<file path="config.mk">
export PLATFORM = sky130hd
export DESIGN_NAME = tmr_channel
export DESIGN_NICKNAME = d
export VERILOG_FILES = /design/src/rtl/tmr_pkg.sv /design/src/rtl/tmr_regs.sv /design/src/rtl/tmr_core.sv /design/src/rtl/tmr_channel.sv
export SDC_FILE = /design/constraint.sdc
export NUM_CORES = 1
export LEC_CHECK = 0
export BUFFER_PORTS_ARGS = -buffer_cell sky130_fd_sc_hd__buf_2
export CORE_ASPECT_RATIO = 0.8
export CORE_MARGIN = 4
export CORE_UTILIZATION = 45
export CTS_CLUSTER_SIZE = 40
export DETAILED_ROUTE_END_ITERATION = 10
export GPL_ROUTABILITY_DRIVEN = 0
export PLACE_DENSITY_LB_ADDON = 0.12
export SLEW_MARGIN = 20
export SYNTH_ARGS = -nofsm -noshare
export SYNTH_HDL_FRONTEND = slang
export SYNTH_HIERARCHICAL = 1
export SYNTH_SLANG_ARGS = --single-unit
export TNS_END_PERCENT = 30
</file>
<file path="constraint.sdc">
create_clock -name clk -period 2.4 [get_ports clk]
set_clock_uncertainty 0.1 [all_clocks]
set_input_delay 0.12 -clock clk [delete_from_list [all_inputs] [get_ports clk]]
set_output_delay 0.12 -clock clk [all_outputs]
set_load 0.005 [all_outputs]
</file>
<file path="src/rtl/tmr_pkg.sv">
package tmr_pkg;
  // Byte offsets that software decodes
  localparam logic [7:0] OFS_CMP   = 8'h00;
  localparam logic [7:0] OFS_CNT   = 8'h04;
  localparam logic [7:0] OFS_STAT  = 8'h10;
  localparam logic [7:0] OFS_START = 8'h14;
  localparam logic [7:0] OFS_STOP  = 8'h18;
  localparam logic [7:0] OFS_CTL   = 8'h20;

  // Mode select, bit 1 of the control byte
  localparam int CTL_MODE_BIT = 1;

  typedef enum logic {
    MODE_INTERVAL = 1'b0,
    MODE_FREE     = 1'b1
  } tmr_mode_e;
endpackage

</file>
<file path="src/rtl/tmr_regs.sv">
module tmr_regs
  import tmr_pkg::*;
#(
  parameter int DATA_W = 32,
  parameter int CNT_W  = 32,
  parameter int ADDR_W = 6
) (
  input  logic                  clk_i,
  input  logic                  rst_i,
  input  logic                  wr_en_i,
  input  logic                  rd_en_i,
  input  logic [ADDR_W-1:0]     addr_i,
  input  logic [DATA_W-1:0]     wdata_i,
  input  logic [DATA_W/8-1:0]   be_i,
  input  logic                  run_i,
  input  logic [CNT_W-1:0]      cnt_i,
  output logic [CNT_W-1:0]      cmp_o,
  output tmr_mode_e             mode_o,
  output logic                  start_o,
  output logic                  stop_o,
  output logic [DATA_W-1:0]     rdata_o
);
  localparam int NB = DATA_W / 8;

  logic              hit_cmp, hit_cnt, hit_stat, hit_start, hit_stop, hit_ctl;
  logic [CNT_W-1:0]  cmp_q;
  tmr_mode_e         mode_q;
  logic [DATA_W-1:0] cmp_next;
  logic [DATA_W-1:0] rd_mux;
  logic [DATA_W-1:0] rdata_q;

  assign hit_cmp   = addr_i == ADDR_W'(OFS_CMP);
  assign hit_cnt   = addr_i == ADDR_W'(OFS_CNT);
  assign hit_stat  = addr_i == ADDR_W'(OFS_STAT);
  assign hit_start = addr_i == ADDR_W'(OFS_START);
  assign hit_stop  = addr_i == ADDR_W'(OFS_STOP);
  assign hit_ctl   = addr_i == ADDR_W'(OFS_CTL);

  // Trigger strobes: bit 0 of lane 0
  assign start_o = wr_en_i && hit_start && be_i[0] && wdata_i[0];
  assign stop_o  = wr_en_i && hit_stop  && be_i[0] && wdata_i[0];

  // Byte-lane merge for compare writes
  generate
    for (genvar b = 0; b < NB; b++) begin : g_lane
      assign cmp_next[8*b +: 8] = be_i[b] ? wdata_i[8*b +: 8]
                                          : DATA_W'(cmp_q) >> (8*b);
    end
  endgenerate

  always_ff @(posedge clk_i) begin
    if (rst_i) begin
      cmp_q  <= '0;
      mode_q <= MODE_INTERVAL;
    end else begin
      if (wr_en_i && hit_cmp)
        cmp_q <= cmp_next[CNT_W-1:0];
      if (wr_en_i && hit_ctl && be_i[0] && !run_i)
        mode_q <= tmr_mode_e'(wdata_i[CTL_MODE_BIT]);
    end
  end

  always_comb begin
    rd_mux = '0;
    if (hit_cmp)       rd_mux = DATA_W'(cmp_q);
    else if (hit_cnt)  rd_mux = DATA_W'(cnt_i);
    else if (hit_stat) rd_mux[0] = run_i;
    else if (hit_ctl)  rd_mux[CTL_MODE_BIT] = (mode_q == MODE_FREE);
  end

  always_ff @(posedge clk_i) begin
    if (rst_i)        rdata_q <= '0;
    else if (rd_en_i) rdata_q <= rd_mux;
  end

  assign cmp_o   = cmp_q;
  assign mode_o  = mode_q;
  assign rdata_o = rdata_q;

  AST_CTL_LOCKED: assert property (@(posedge clk_i) disable iff (rst_i)
    $past(run_i) |-> $stable(mode_q));
  AST_RDATA_HOLD: assert property (@(posedge clk_i) disable iff (rst_i)
    !$past(rd_en_i) |-> $stable(rdata_q));
endmodule

</file>
<file path="src/rtl/tmr_core.sv">
module tmr_core
  import tmr_pkg::*;
#(
  parameter int CNT_W = 32
) (
  input  logic             clk_i,
  input  logic             rst_i,
  input  logic             start_i,
  input  logic             stop_i,
  input  tmr_mode_e        mode_i,
  input  logic [CNT_W-1:0] cmp_i,
  output logic             run_o,
  output logic [CNT_W-1:0] cnt_o,
  output logic             irq_o
);
  logic             run_q;
  logic [CNT_W-1:0] cnt_q;
  logic             irq_q;
  logic             tick, at_zero, at_cmp, fire;

  assign tick    = run_q && !stop_i;
  assign at_zero = cnt_q == '0;
  assign at_cmp  = cnt_q == cmp_i;
  assign fire    = (mode_i == MODE_INTERVAL) ? at_zero : at_cmp;

  always_ff @(posedge clk_i) begin
    if (rst_i) begin
      run_q <= 1'b0;
      cnt_q <= '0;
      irq_q <= 1'b0;
    end else begin
      irq_q <= tick && fire;
      if (run_q && stop_i) begin
        run_q <= 1'b0;
      end else if (!run_q && start_i) begin
        run_q <= 1'b1;
        cnt_q <= (mode_i == MODE_FREE) ? '0 : cmp_i;
      end else if (tick) begin
        if (mode_i == MODE_FREE) cnt_q <= cnt_q + CNT_W'(1);
        else if (at_zero)        cnt_q <= cmp_i;
        else                     cnt_q <= cnt_q - CNT_W'(1);
      end
    end
  end

  assign run_o = run_q;
  assign cnt_o = cnt_q;
  assign irq_o = irq_q;

  AST_STOPPED_FROZEN: assert property (@(posedge clk_i) disable iff (rst_i)
    !run_q |-> $stable(cnt_q));
  AST_FREE_STEP: assert property (@(posedge clk_i) disable iff (rst_i)
    (run_q && $past(run_q) && mode_i == MODE_FREE)
      |-> cnt_q == $past(cnt_q) + CNT_W'(1));
  AST_INTERVAL_RELOAD: assert property (@(posedge clk_i) disable iff (rst_i)
    (run_q && $past(run_q) && mode_i == MODE_INTERVAL && $past(cnt_q) == '0)
      |-> cnt_q == $past(cmp_i));
  AST_IRQ_NEEDS_RUN: assert property (@(posedge clk_i) disable iff (rst_i)
    irq_q |-> $past(run_q));
endmodule

</file>
<file path="src/rtl/tmr_channel.sv">
module tmr_channel
  import tmr_pkg::*;
#(
  parameter int DATA_W = 32,
  parameter int CNT_W  = 32,
  parameter int ADDR_W = 6
) (
  input  logic                clk,
  input  logic                rst,
  input  logic                bus_wr,
  input  logic                bus_rd,
  input  logic [ADDR_W-1:0]   bus_addr,
  input  logic [DATA_W-1:0]   bus_wdata,
  input  logic [DATA_W/8-1:0] bus_be,
  output logic [DATA_W-1:0]   bus_rdata,
  output logic                tmr_irq
);
  logic             run, start, stop;
  logic [CNT_W-1:0] cnt, cmp;
  tmr_mode_e        mode;

  initial begin
    if (CNT_W > DATA_W || DATA_W % 8 != 0)
      $error("tmr_channel: counter must fit the byte-wide data bus");
  end

  tmr_regs #(.DATA_W(DATA_W), .CNT_W(CNT_W), .ADDR_W(ADDR_W)) u_regs (
    .clk_i(clk), .rst_i(rst), .wr_en_i(bus_wr), .rd_en_i(bus_rd),
    .addr_i(bus_addr), .wdata_i(bus_wdata), .be_i(bus_be),
    .run_i(run), .cnt_i(cnt), .cmp_o(cmp), .mode_o(mode),
    .start_o(start), .stop_o(stop), .rdata_o(bus_rdata)
  );

  tmr_core #(.CNT_W(CNT_W)) u_core (
    .clk_i(clk), .rst_i(rst), .start_i(start), .stop_i(stop),
    .mode_i(mode), .cmp_i(cmp), .run_o(run), .cnt_o(cnt), .irq_o(tmr_irq)
  );
endmodule

</file>
==> results.sh <==
export IMPL_r2r_cells=6
export IMPL_min_from="rst"
export IMPL_slowest_delay_ps=530
export IMPL_grt_first_pass_wirelength_mm=38.2
export IMPL_final_max_slew_viol_count=0
export IMPL_fmax_mhz=416
export IMPL_core_um2=14400
export IMPL_grt_max_degree=39
export IMPL_grt_pass1_vias=6952
export IMPL_grt_usage=0.288
export IMPL_post_route_min_period_ps=2400
export IMPL_crit_family="simple AND/OR/NAND/NOR gates"
export IMPL_netlist_area_um2=6680
export IMPL_start_util=0.464
export IMPL_rows=39
export IMPL_dp_cells=1131
export IMPL_r2r_end="u_core/irq_o$_SDFF_PP0_"
export IMPL_ys_types=82
export IMPL_ant_nets=0
export IMPL_crit_fanout=5
export IMPL_cts_buffer_depth=2
export IMPL_final_common_cell="buf_4"
export IMPL_synth_seq_cells=99
export IMPL_vias=7389
export IMPL_fin_crit_sh=1.00
export IMPL_cts_tree="done"
export IMPL_io_pins=79
export IMPL_ir_drop_v=0.000459
export IMPL_synth_cells=828
export IMPL_setup_tns_final_ps=-3.69
export IMPL_hold_violations=0
export IMPL_synth_warnings=6
export IMPL_violations="setup timing"
export IMPL_syn_to_final_growth_pct=31.1
export IMPL_p_per_area_nw_per_um2=424
export IMPL_synth_edff_count=0
export IMPL_cp_common_cell="nand4_1"
export IMPL_slowest_stage="or4_1"
export IMPL_finalSetupViolations=2
export IMPL_startpoint_type="flip-flop"
export IMPL_drv_cap=0
export IMPL_viasPerCell=6.26
export IMPL_hold_class="in -> reg"
export IMPL_min_delay_path_depth=2
export IMPL_cp_cell_sequence="xnor2_1 > nand4_1 > nor4_1 > nand4_1 > or4_1 > a21oi_1"
export IMPL_yosysSeqAreaShare=0.297
export IMPL_hold_path_end="u_regs/cmp_o[6]$_SDFFE_PP0P_"
export IMPL_cts_max_level=3
export IMPL_grt_overflow=0
export IMPL_layout_setup_ws_ps=-3.57
export IMPL_worstSetupPathType="reg -> reg"
export IMPL_required_ps=2570
export IMPL_rsz0062_at_grt="true"
export IMPL_worstReg2RegStart="u_core/cnt_o[21]$_SDFFE_PP0P_"
export IMPL_drtIter0Drc=1059
export IMPL_drive_gt1_frac=0.312
export IMPL_die_w_um=144
export IMPL_syn_area_per_cell_um2=8.07
export IMPL_tightestPinTransition_ps=582
export IMPL_cts_made_buffers=9
export IMPL_outcome="finished with violations"
export IMPL_clk_pin_slew_ps=70
export IMPL_clkSinkCount=99
export IMPL_p_leak_uw=0.00368
export IMPL_dp_hpwl_mm=17.9
export IMPL_dr_pass1_iters=6
export IMPL_ff2ff_setup_slack_ps=-4
export IMPL_stdcell_count=1181
export IMPL_io_buffers=78
export IMPL_root_buffer="clkbuf_16"
export IMPL_detail_route_wl_per_cell_um=20.5
export IMPL_yosys_most_used_dff="dfxtp_1"
export IMPL_drc=0
export IMPL_layout_common_cells="buf_4 (127), nor2_1 (115), dfxtp_1 (91)"
export IMPL_die_y_um=117
export IMPL_postSynth_asyncResetShare=0
export IMPL_end_kind="flip-flop"
export IMPL_worst_path_buf_inv=0
export IMPL_maxSlewHeadroom=0.609
export IMPL_nFillCells=1309
export IMPL_dieArea_um2=16900
export IMPL_final_nets=1041
export IMPL_wl_mm=24.2
export IMPL_antenna_found_initial=0
export IMPL_cp_arrival_ps=2570
export IMPL_clk_insertion_delay_late_ps=360
export IMPL_antennaDiodeCount=0
export IMPL_synth_nets=877
routing by layer:
metal / global-route usage / wire length (um) / vias up
met4: 0.108 / 736 / 0
met1: 0.406 / 10600 / 3487
met2: 0.438 / 10600 / 402
met5: 0 / 0 / -
met3: 0.0597 / 2280 / 69
li1: - / - / 3431
cells in the mapped netlist (all sizes together) (3+ instances only):
| master | number | area share |
|---|---|---|
| nor2 | 117 | 0.066 |
| clkbuf | 63 | 0.035 |
| o31a | 3 | 0.0039 |
| dfxtp | 99 | 0.30 |
| a2111oi | 3 | 0.0039 |
| nand2 | 38 | 0.021 |
| mux2 | 3 | 0.0051 |
| or4 | 9 | 0.011 |
| nor2b | 4 | 0.0037 |
| o32ai | 6 | 0.0079 |
| o21ai | 25 | 0.019 |
| a31oi | 13 | 0.013 |
| xor2 | 8 | 0.010 |
| ha | 3 | 0.0056 |
| a22oi | 35 | 0.039 |
| and3 | 8 | 0.0075 |
| nor4 | 27 | 0.029 |
| buf | 24 | 0.018 |
| nand2b | 14 | 0.013 |
| o21bai | 5 | 0.0056 |
| a211oi | 39 | 0.067 |
| o21a | 4 | 0.0045 |
| a21oi | 36 | 0.027 |
| nand4 | 35 | 0.037 |
| and4 | 3 | 0.0043 |
| nand3 | 24 | 0.019 |
| inv | 5 | 0.0028 |
| xnor2 | 42 | 0.055 |
| and2 | 4 | 0.0037 |
| o211ai | 6 | 0.0067 |
| o22ai | 5 | 0.0047 |
| nor3 | 28 | 0.025 |
| mux2i | 39 | 0.058 |
| a221oi | 4 | 0.0062 |
| o31ai | 6 | 0.0075 |
worst reg2reg max path: stages, from the launching register on:
cell     delay [ps]
dfxtp_1         360
xnor2_1         390
nand4_1         210
nor4_1          370
nand4_1         130
or4_1           530
a21oi_1         230
how the worst max path moves through the flow:
stage                                  start                            end  slack (ps)  cells after the start
2_1_floorplan  u_core/cnt_o[13]$_SDFFE_PP0P_   u_core/cnt_o[9]$_SDFFE_PP0P_         -40                      7
3_3_place_gp   u_core/cnt_o[17]$_SDFFE_PP0P_        u_core/irq_o$_SDFF_PP0_          40                      6
3_5_place_dp    u_core/cnt_o[7]$_SDFFE_PP0P_  u_core/cnt_o[23]$_SDFFE_PP0P_         -10                      7
4_1_cts        u_core/cnt_o[17]$_SDFFE_PP0P_        u_core/irq_o$_SDFF_PP0_         0.8                      6
5_1_grt         u_core/cnt_o[7]$_SDFFE_PP0P_   u_core/cnt_o[9]$_SDFFE_PP0P_         -90                      7
6_report       u_core/cnt_o[21]$_SDFFE_PP0P_        u_core/irq_o$_SDFF_PP0_          -4                      6
final cells by class:
cell class	count	area, um2	share of cell area
multi-input combinational	636	4490	0.513
sequential	99	1990	0.227
timing repair buffer	240	1710	0.195
clock buffer	12	267	0.0304
tap	184	230	0.0263
clock inverter	4	47.5	0.00543
inverter	6	22.5	0.00257
flip-flops by register name, indices dropped and copies added, names as in the netlist:
name	flops
u_core/run_o	1
u_regs/rdata_o	32
u_core/irq_o	1
u_regs/cmp_o	32
u_core/cnt_o	32
u_regs/mode_o	1
cells by family after synthesis:
kind of cell	count (synthesis)	share of synthesized area
AND/OR/NAND/NOR	322	0.256
multiplexers	42	0.0635
adder cells (fa/ha/maj)	3	0.00562
flip-flops	99	0.297
buffers and inverters	93	0.0567
XOR/XNOR	50	0.0655
AO/OA/AOI/OAI	219	0.256
per-stage QoR:
step,util,hold slack (ps),worst slack [ps],total power [uW],cell area (um2)
after global placement,0.553,248,44.1,2140,7960
after detailed placement,0.553,258,-14.3,2150,7960
after CTS,0.598,97.4,0.768,3720,8600
after floorplan,-,164,-37.0,1970,6720
final,0.609,126,-3.57,3710,8760
after global routing,0.609,120,-91.2,3860,8760
what timing repair did:
action / CTS / global route
resized for setup: 1 / 36
buffers inserted: 0 / 2
endpoints found under the setup margin: 1 / 23
endpoints found under the hold margin: 33 / 0
pin swaps: 0 / 6
hold buffers: 32 / 0
report_power, final:
part / internal, uW / leakage, uW / switching (uW) / total [uW]
logic: 229 / 0.00272 / 264 / 493
registers: 1670 / 0.000807 / 15.2 / 1680
clock network: 890 / 0.000155 / 645 / 1540
Power figures use the tool's default switching activity.
